[src/rtl/dma_fill_pkg.sv]
// Shared state and mode encodings for the fill channel.
package dma_fill_pkg;
    typedef enum logic [1:0] {
        CH_IDLE   = 2'd0,
        CH_ACTIVE = 2'd1,
        CH_PAUSED = 2'd2
    } ch_state_e;

    typedef enum logic [1:0] {
        OP_XOR  = 2'd0,
        OP_CRC  = 2'd1,
        OP_COPY = 2'd2,
        OP_FILL = 2'd3
    } op_mode_e;
endpackage

[src/rtl/dma_cfg_check.sv]
// Configuration check for a start request.
// Fill mode: range-checks the byte count (the top power of two is pulled
// down by one) and converts it to a rounded-up word count.
// Chain modes: checks the chain pointer's low-order alignment bits.
// Purely combinational. Assumes its inputs are held steady around the start strobe.
module dma_cfg_check
    import dma_fill_pkg::*;
#(
    parameter int              ADDR_W      = 32,
    parameter int              SIZE_W      = 33,
    parameter int              WB_SHIFT    = 3,
    parameter int              CNT_W       = SIZE_W + 1 - WB_SHIFT,
    parameter int              XOR_ALIGN   = 6,
    parameter int              CHAIN_ALIGN = 5,
    parameter longint unsigned MIN_BYTES   = 16,
    parameter longint unsigned MAX_BYTES   = 64'hFFFF_FFFF
) (
    input  op_mode_e          mode,
    input  logic [ADDR_W-1:0] desc_ptr,
    input  logic [SIZE_W-1:0] req_bytes,
    output logic              cfg_ok,
    output logic [CNT_W-1:0]  word_count
);
    localparam logic [SIZE_W-1:0] CLAMP_AT   = {1'b1, {(SIZE_W-1){1'b0}}};
    localparam logic [ADDR_W-1:0] XOR_MASK   = ADDR_W'((64'd1 << XOR_ALIGN) - 1);
    localparam logic [ADDR_W-1:0] CHAIN_MASK = ADDR_W'((64'd1 << CHAIN_ALIGN) - 1);
    localparam logic [SIZE_W:0]   ROUND_ADD  = (SIZE_W+1)'((1 << WB_SHIFT) - 1);

    logic [SIZE_W-1:0] eff_bytes;
    logic [SIZE_W:0]   rounded;
    logic              size_ok;

    // Pull an exact top-power-of-two request down by one byte.
    always_comb eff_bytes = (req_bytes == CLAMP_AT) ? req_bytes - 1'b1 : req_bytes;

    // Round up to whole words.
    always_comb rounded = {1'b0, eff_bytes} + ROUND_ADD;
    assign word_count = CNT_W'(rounded >> WB_SHIFT);

    // Legal byte range for fill mode.
    always_comb size_ok = (eff_bytes >= SIZE_W'(MIN_BYTES)) && (eff_bytes <= SIZE_W'(MAX_BYTES));

    // Mode-dependent acceptance.
    always_comb begin
        unique case (mode)
            OP_XOR:          cfg_ok = (desc_ptr & XOR_MASK) == '0;
            OP_CRC, OP_COPY: cfg_ok = (desc_ptr & CHAIN_MASK) == '0;
            default:         cfg_ok = size_ok;
        endcase
    end
endmodule

[src/rtl/dma_fill_engine.sv]
// Fill write generator: holds the next address, the words remaining and the
// beat position inside the current burst. Offers beats while run is high,
// and latches the pattern on load. Assumes load and run are never high together.
module dma_fill_engine #(
    parameter int ADDR_W      = 32,
    parameter int CNT_W       = 31,
    parameter int DATA_W      = 64,
    parameter int WORD_BYTES  = 8,
    parameter int BURST_BEATS = 4
) (
    input  logic              clk,
    input  logic              rst_n,
    input  logic              load,
    input  logic [ADDR_W-1:0] load_addr,
    input  logic [CNT_W-1:0]  load_words,
    input  logic [DATA_W-1:0] load_pattern,
    input  logic              run,
    input  logic              wr_ready,
    output logic              wr_valid,
    output logic [ADDR_W-1:0] wr_addr,
    output logic [DATA_W-1:0] wr_data,
    output logic              wr_last,
    output logic              at_boundary,
    output logic              finish
);
    localparam int BEAT_W = (BURST_BEATS > 1) ? $clog2(BURST_BEATS) : 1;
    localparam logic [BEAT_W-1:0] BEAT_END = BEAT_W'(BURST_BEATS - 1);

    logic [ADDR_W-1:0] addr_q;
    logic [CNT_W-1:0]  left_q;
    logic [BEAT_W-1:0] beat_q;
    logic [DATA_W-1:0] pat_q;
    logic              fire;

    // Beat offer and handshake.
    always_comb begin
        wr_valid    = run && (left_q != '0);
        fire        = wr_valid && wr_ready;
        wr_last     = (beat_q == BEAT_END) || (left_q == CNT_W'(1));
        finish      = fire && (left_q == CNT_W'(1));
        at_boundary = (beat_q == '0);
    end

    assign wr_addr = addr_q;
    assign wr_data = pat_q;

    // Counter and pattern update on load or accepted beat.
    always_ff @(posedge clk) begin
        if (!rst_n) begin
            addr_q <= '0;
            left_q <= '0;
            beat_q <= '0;
            pat_q  <= '0;
        end else if (load) begin
            addr_q <= load_addr;
            left_q <= load_words;
            beat_q <= '0;
            pat_q  <= load_pattern;
        end else if (fire) begin
            addr_q <= addr_q + ADDR_W'(WORD_BYTES);
            left_q <= left_q - 1'b1;
            beat_q <= wr_last ? '0 : beat_q + 1'b1;
        end
    end
endmodule

[src/rtl/dma_ch_ctrl.sv]
// Channel state machine. Filters the command strobes by state, with the
// priority stop > pause > restart > start. Holds pause and stop requests
// until the burst boundary and produces the busy, config-error and done flags.
// Assumes the strobes are one cycle wide.
module dma_ch_ctrl
    import dma_fill_pkg::*;
(
    input  logic      clk,
    input  logic      rst_n,
    input  logic      cmd_start,
    input  logic      cmd_stop,
    input  logic      cmd_pause,
    input  logic      cmd_restart,
    input  logic      cfg_ok,
    input  logic      req_fill,
    input  logic      at_boundary,
    input  logic      finish,
    output ch_state_e state,
    output logic      load,
    output logic      run,
    output logic      busy_err,
    output logic      cfg_err,
    output logic      done
);
    ch_state_e state_q;
    logic      pend_stop_q, pend_pause_q, fill_q;
    logic      busy_q, cfg_err_q, done_q;
    logic      stop_ok, pause_ok, restart_ok, start_try, hold;

    // Legality of each command in the present state.
    always_comb begin
        stop_ok    = cmd_stop && (state_q == CH_ACTIVE);
        pause_ok   = cmd_pause && !cmd_stop && (state_q == CH_ACTIVE) && !pend_stop_q;
        restart_ok = cmd_restart && (state_q == CH_PAUSED);
        start_try  = cmd_start && (state_q != CH_ACTIVE) && !restart_ok;
        load       = start_try && cfg_ok;
        hold       = (pend_stop_q || pend_pause_q) && at_boundary;
        run        = (state_q == CH_ACTIVE) && fill_q && !hold;
    end

    // State, pending requests and flags.
    always_ff @(posedge clk) begin
        if (!rst_n) begin
            state_q      <= CH_IDLE;
            pend_stop_q  <= 1'b0;
            pend_pause_q <= 1'b0;
            fill_q       <= 1'b0;
            busy_q       <= 1'b0;
            cfg_err_q    <= 1'b0;
            done_q       <= 1'b0;
        end else begin
            busy_q <= cmd_start && (state_q == CH_ACTIVE);
            done_q <= 1'b0;
            if (start_try && !cfg_ok) cfg_err_q <= 1'b1;
            if (load) cfg_err_q <= 1'b0;
            unique case (state_q)
                CH_ACTIVE: begin
                    if (finish) begin
                        state_q      <= CH_IDLE;
                        done_q       <= 1'b1;
                        pend_stop_q  <= 1'b0;
                        pend_pause_q <= 1'b0;
                    end else if (hold) begin
                        state_q      <= pend_stop_q ? CH_IDLE : CH_PAUSED;
                        pend_stop_q  <= 1'b0;
                        pend_pause_q <= 1'b0;
                    end else begin
                        if (stop_ok)  pend_stop_q  <= 1'b1;
                        if (pause_ok) pend_pause_q <= 1'b1;
                    end
                end
                default: begin
                    if (load) begin
                        state_q <= CH_ACTIVE;
                        fill_q  <= req_fill;
                    end else if (restart_ok) begin
                        state_q <= CH_ACTIVE;
                    end
                end
            endcase
        end
    end

    assign state    = state_q;
    assign busy_err = busy_q;
    assign cfg_err  = cfg_err_q;
    assign done     = done_q;
endmodule

[src/rtl/dma_fill_channel.sv]
// Top of one memory-engine channel: command gating, configuration check
// and pattern-fill write generation. Assumes configuration inputs are
// stable from a start strobe until the channel leaves active.
module dma_fill_channel
    import dma_fill_pkg::*;
#(
    parameter int              ADDR_W      = 32,
    parameter int              SIZE_W      = 33,
    parameter int              HALF_W      = 32,
    parameter int              BURST_BEATS = 4,
    parameter longint unsigned MIN_BYTES   = 16,
    parameter longint unsigned MAX_BYTES   = 64'hFFFF_FFFF
) (
    input  logic                clk,
    input  logic                rst_n,
    input  logic                cmd_start,
    input  logic                cmd_stop,
    input  logic                cmd_pause,
    input  logic                cmd_restart,
    input  logic [1:0]          op_mode,
    input  logic [ADDR_W-1:0]   desc_ptr,
    input  logic [ADDR_W-1:0]   dst_ptr,
    input  logic [SIZE_W-1:0]   fill_bytes,
    input  logic [HALF_W-1:0]   pattern_hi,
    input  logic [HALF_W-1:0]   pattern_lo,
    output logic [1:0]          ch_state,
    output logic                busy_err,
    output logic                cfg_err,
    output logic                fill_done,
    output logic                mem_wr_valid,
    input  logic                mem_wr_ready,
    output logic [ADDR_W-1:0]   mem_wr_addr,
    output logic [2*HALF_W-1:0] mem_wr_data,
    output logic                mem_wr_last
);
    localparam int DATA_W     = 2 * HALF_W;
    localparam int WORD_BYTES = DATA_W / 8;
    localparam int WB_SHIFT   = $clog2(WORD_BYTES);
    localparam int CNT_W      = SIZE_W + 1 - WB_SHIFT;

    op_mode_e   mode;
    ch_state_e  state;
    logic       cfg_ok, load, run, at_boundary, finish;
    logic [CNT_W-1:0] word_count;

    assign mode = op_mode_e'(op_mode);

    dma_cfg_check #(
        .ADDR_W(ADDR_W), .SIZE_W(SIZE_W), .WB_SHIFT(WB_SHIFT), .CNT_W(CNT_W),
        .XOR_ALIGN(6), .CHAIN_ALIGN(5), .MIN_BYTES(MIN_BYTES), .MAX_BYTES(MAX_BYTES)
    ) u_cfg (
        .mode(mode), .desc_ptr(desc_ptr), .req_bytes(fill_bytes),
        .cfg_ok(cfg_ok), .word_count(word_count)
    );

    dma_ch_ctrl u_ctrl (
        .clk(clk), .rst_n(rst_n),
        .cmd_start(cmd_start), .cmd_stop(cmd_stop),
        .cmd_pause(cmd_pause), .cmd_restart(cmd_restart),
        .cfg_ok(cfg_ok), .req_fill(mode == OP_FILL),
        .at_boundary(at_boundary), .finish(finish),
        .state(state), .load(load), .run(run),
        .busy_err(busy_err), .cfg_err(cfg_err), .done(fill_done)
    );

    dma_fill_engine #(
        .ADDR_W(ADDR_W), .CNT_W(CNT_W), .DATA_W(DATA_W),
        .WORD_BYTES(WORD_BYTES), .BURST_BEATS(BURST_BEATS)
    ) u_fill (
        .clk(clk), .rst_n(rst_n),
        .load(load), .load_addr(dst_ptr), .load_words(word_count),
        .load_pattern({pattern_hi, pattern_lo}),
        .run(run), .wr_ready(mem_wr_ready),
        .wr_valid(mem_wr_valid), .wr_addr(mem_wr_addr), .wr_data(mem_wr_data),
        .wr_last(mem_wr_last), .at_boundary(at_boundary), .finish(finish)
    );

    assign ch_state = state;
endmodule

[config.mk]
export PLATFORM = sky130hd
export DESIGN_NAME = dma_fill_channel
export DESIGN_NICKNAME = d
export VERILOG_FILES = /design/src/rtl/dma_fill_pkg.sv /design/src/rtl/dma_cfg_check.sv /design/src/rtl/dma_fill_engine.sv /design/src/rtl/dma_ch_ctrl.sv /design/src/rtl/dma_fill_channel.sv
export SDC_FILE = /design/constraint.sdc
export NUM_CORES = 1
export LEC_CHECK = 0
export BUFFER_PORTS_ARGS = -buffer_cell sky130_fd_sc_hd__buf_2
export CAP_MARGIN = 0
export CORE_ASPECT_RATIO = 0.7
export CORE_MARGIN = 2
export CORE_UTILIZATION = 30
export DETAILED_ROUTE_END_ITERATION = 8
export PLACE_DENSITY = 0.6
export SKIP_LAST_GASP = 1
export SLEW_MARGIN = 40
export SYNTH_ARGS = -nofsm -noshare
export SYNTH_HDL_FRONTEND = slang
export SYNTH_SLANG_ARGS = --single-unit
[constraint.sdc]
create_clock -name clk -period 4 [get_ports clk]
set_input_delay 0.2 -clock clk [delete_from_list [all_inputs] [get_ports clk]]
set_output_delay 0.2 -clock clk [all_outputs]
set_load 0.05 [all_outputs]
==> results by stage <==
Status:
- The run finished with clean final reports.

Synthesis:
- The distinct cell type count after synthesis is 68.
- The Yosys step of the flow raised 0 warnings.
- Counting every instance in the synthesized netlist gives 927.
- Each instance of the synthesized netlist takes up on average 7.745 um^2.
- Synthesis inferred 137 register bits.
- After synthesis the cells add up to 0.007179 mm^2.
- The most used flip-flop cell after synthesis is sky130_fd_sc_hd__dfxtp_1.
- The register area share after synthesis is 38.20%.
- The synthesized netlist net count is 1,105.
- Counting flops with a built-in enable in the synthesized netlist gives 0.
- Of all flip-flops after synthesis, the portion carrying an async set or reset was 0%.

Power and ir drop:
- Internal power comes to 2.450 mW.
- In this run, the combinational gates consume 17.5% of the power.
- The leakage power total is 4.034 nW.
- The power per cell area is 365.5 mW/mm^2.
- The switching power of the nets is 1.092 mW.
- The clock network burns 41.1% of the power.
- The switching portion of total power is 30.84%.
- VDD sags by at most 0.2683 mV.
- The sequential cell fraction of total power is 41.4%.
- Total power for the finished layout comes to 3.542 mW.

Critical path:
- The worst register-to-register path ends at u_fill.wr_addr[15].
- The reg2reg setup slack is 1.02 ns.
- STA classifies the critical path endpoint as a flip-flop.
- At the worst endpoint, the arrival time is 3.38 ns.
- The critical-path maximum fanout is 44.
- The most critical setup path has its startpoint at fill_bytes[29].
- The required arrival time at the worst endpoint is 4.33 ns.
- The critical path is of the in -> reg type.
- The depth of the worst register-to-register path is 8.
- The type of element launching the critical path is an input pin.
- The worst register-to-register path begins at u_fill.left_q[16].
- Following the worst setup path forward leads to its endpoint at u_fill.wr_addr[6].

Place:
- The congestion estimate from routability-driven global placement came to 0.9286.
- In this run, placement finished with an instance count of 1,459.
- Summing all placed instances gives a cell area of 0.008748 mm^2.
- The detailed-placement wirelength estimate is 17,560 um.
- The pre-CTS setup slack is 0.5442 ns.
- Input and output buffers added on the ports amount to 246.

Job:
- The number of max-cap violations is 0.

Timing:
- The count of endpoints failing hold in the final timing report is 0.
- Setup slack closes at 0.9455 ns.
- Dividing the final minimum period by the clock period gives 76.36%.
- The worst slew margin relative to its limit is 50.43%.
- Setup violations remaining at the end of the flow were counted as 0.
- For the finished layout, the period the worst path requires is 3.054 ns.
- The tightest hold path in the finished design has a slack of 0.01982 ns.
- Between clock sinks in the finished design, the worst skew comes to 0.008189 ns.
- The maximum clock rate is 327.4 MHz.
- The max-slew violation total from the final report is 0.
- The sum of negative setup slack is 0 ns.
- The transition time at the pin with the least slew margin is 0.7418 ns.
- Setup repair after global routing left no endpoint under its margin.

Clock tree:
- The number of setup buffers added after CTS is 0.
- The number of buffers on the longest clock path is 2.
- The number of buffers created by CTS is 17.
- TritonCTS built the clock tree.
- The root buffer selected by CTS is sky130_fd_sc_hd__clkbuf_16.
- The count of clock tree sinks is 137.
- The clock-pin transition on the worst setup and hold timing paths is 0.06 ns.
- The deepest level of the CTS H-tree is 4.
- Gates resized during post-CTS repair numbered 0.
- The clock latency of the later-clocked register in the worst-skew pair is 0.42 ns.

Global routing:
- The via count of the first global-routing pass is 7,350.
- Entering global routing, the biggest net connects 51 pins.
- The number of antenna violations at the first check in global routing was 2.
- The global route total overflow is 0.
- The wire length of the first global-routing pass is 38,420 um.
- Global routing used 18.89% of the available tracks across all layers.

Cells and area:
- The number of standard cells in the layout, taps in and fillers out is 1,532.
- For this run, the share of the core covered by cells in the final layout is 41.10%.
- The final layout contains 1,378 nets.
- The synthesis-to-layout area growth is 34.99%.
- The finished cells cover 0.009692 mm^2.
- In the layout the commonest cells are 246 x sky130_fd_sc_hd__buf_2, 183 x sky130_fd_sc_hd__nand2_1, 137 x sky130_fd_sc_hd__dfxtp_1.
- The most common cell after layout, fill and taps aside is sky130_fd_sc_hd__buf_2.
- The fraction of layout cells with a size suffix above 1 is 26.55%.

Floorplan:
- The die area is 0.02520 mm^2.
- In this run the standard cell core region covers 0.02358 mm^2.
- The row count is 47.
- The I/O pin total is 273.
- The chip height is 133.4 um.
- Measured along the x axis, the die boundary spans 188.9 um.
- The effective utilization at floorplan is 30.45%.

Route:
- The number of optimization iterations in the first detailed-route pass is 5.
- Dividing the detail-routed via count by the number of cells gives 5.142.
- The detailed router placed 7,878 vias in this run.
- The remaining antenna violation count is 0.
- After detailed routing, the average wire length per cell comes to 15.78 um.
- The number of DRC violations after detailed routing is 0.
- After detailed routing, the total wire length is 24,180 um.
- In this run, the number of DRC markers left after iteration 0 of detailed routing was 413.

Hold path:
- In this run the worst hold path is classified as in -> reg.
[worst max-delay path, cell delays in order]
cell and delay, ns:
sky130_fd_sc_hd__buf_2 0.12, sky130_fd_sc_hd__or4_1 0.57, sky130_fd_sc_hd__or3_1 0.47, sky130_fd_sc_hd__buf_4 0.19
sky130_fd_sc_hd__nor3_1 0.58, sky130_fd_sc_hd__a221o_4 0.46, sky130_fd_sc_hd__buf_4 0.44, sky130_fd_sc_hd__nor2_1 0.09
sky130_fd_sc_hd__a211oi_1 0.23
[cell usage after synthesis (all sizes together), types with 4 or more instances]
cell	n	area [um^2]
nand3	27	135.1
a21oi	102	510.5
a31oi	5	31.28
or4	13	105.1
o21ai	31	155.2
o32ai	6	52.55
ha	8	100.1
nand2	183	686.9
a311oi	5	43.79
clkbuf	35	131.4
buf	20	122.6
and2	10	62.56
a221oi	4	58.81
nand4	16	100.1
nor4	18	112.6
and4	10	87.58
nor2	70	262.8
nor3	34	175.2
or3	16	100.1
xor2	33	289.0
inv	15	56.30
o221ai	5	50.04
and3	13	81.33
o211a	4	40.04
o22ai	6	37.54
o211ai	4	30.03
nor2b	4	25.02
a211oi	25	187.7
xnor2	17	148.9
dfxtp	137	2743
[per-layer routing]
metal  GRT usage (%)  vias to the layer above  part of all wire, %
met2           27.98                      327                   42
li1                -                     3891                    -
met5               0                        -                0.054
met3           6.006                       25                  9.2
met1           26.53                     3633                   48
met4           4.557                        2                  1.2
[flip-flops by register name (all words and copies together), names as in the netlist]
register and count:
u_ctrl.busy_err 1, u_ctrl.pend_pause_q 1, u_fill.beat_q 2, u_ctrl.fill_q 1, u_fill.wr_data 64, u_ctrl.state 2, u_fill.wr_addr 32, u_ctrl.pend_stop_q 1
u_fill.left_q 31, u_ctrl.cfg_err 1, u_ctrl.done 1
[logic make-up (layout without fill, tap and decap cells)]
logic type / count (synthesis) / after routing / synth area share [%]
AND/OR/NAND/NOR: 434 / 434 / 29.24
AO/OA/AOI/OAI: 225 / 225 / 20.29
flip-flops: 137 / 137 / 38.20
buffers and inverters: 70 / 356 / 4.322
XOR/XNOR: 50 / 50 / 6.100
adder cells (fa/ha/maj): 8 / 8 / 1.394
multiplexers: 3 / 3 / 0.4531
other: 0 / 1 / 0
[worst min-delay path by stage]
| stage | end | from | cells after the start |
|---|---|---|---|
| after detailed placement | u_fill.wr_data[28] | u_fill.wr_data[28] | 2 |
| after global placement | u_fill.wr_data[27] | u_fill.wr_data[27] | 2 |
| after floorplan | u_fill.wr_addr[0] | dst_ptr[0] | 2 |
| final | u_fill.wr_data[37] | pattern_hi[5] | 3 |
| after CTS | u_fill.wr_data[63] | pattern_hi[31] | 3 |
| after global routing | u_fill.wr_data[37] | pattern_hi[5] | 3 |
[what timing repair did]
action	CTS	global route
hold buffers	40	0
endpoints found under the hold margin	40	0
setup endpoints to repair	0	0
[power groups by stage]
stage                     logic [mW]  clock network [mW]  registers [mW]
after floorplan                0.241                   0            1.63
after global placement         0.581                   0            1.49
after detailed placement       0.585                   0            1.50
after CTS                      0.617                1.49            1.47
after global routing           0.671                1.55            1.47
final                          0.621                1.45            1.47
[layout make-up]
class	instances	area (um^2)
fillers	2415	13890
multi-input cells	720	4145
flip-flops and latches	137	2743
repair buffers	309	1804
clock buffers	19	442.9
well taps	318	397.9
clock inverters	13	97.59
inverters	15	58.81
diodes	1	2.502
Power figures use the tool's default switching activity.
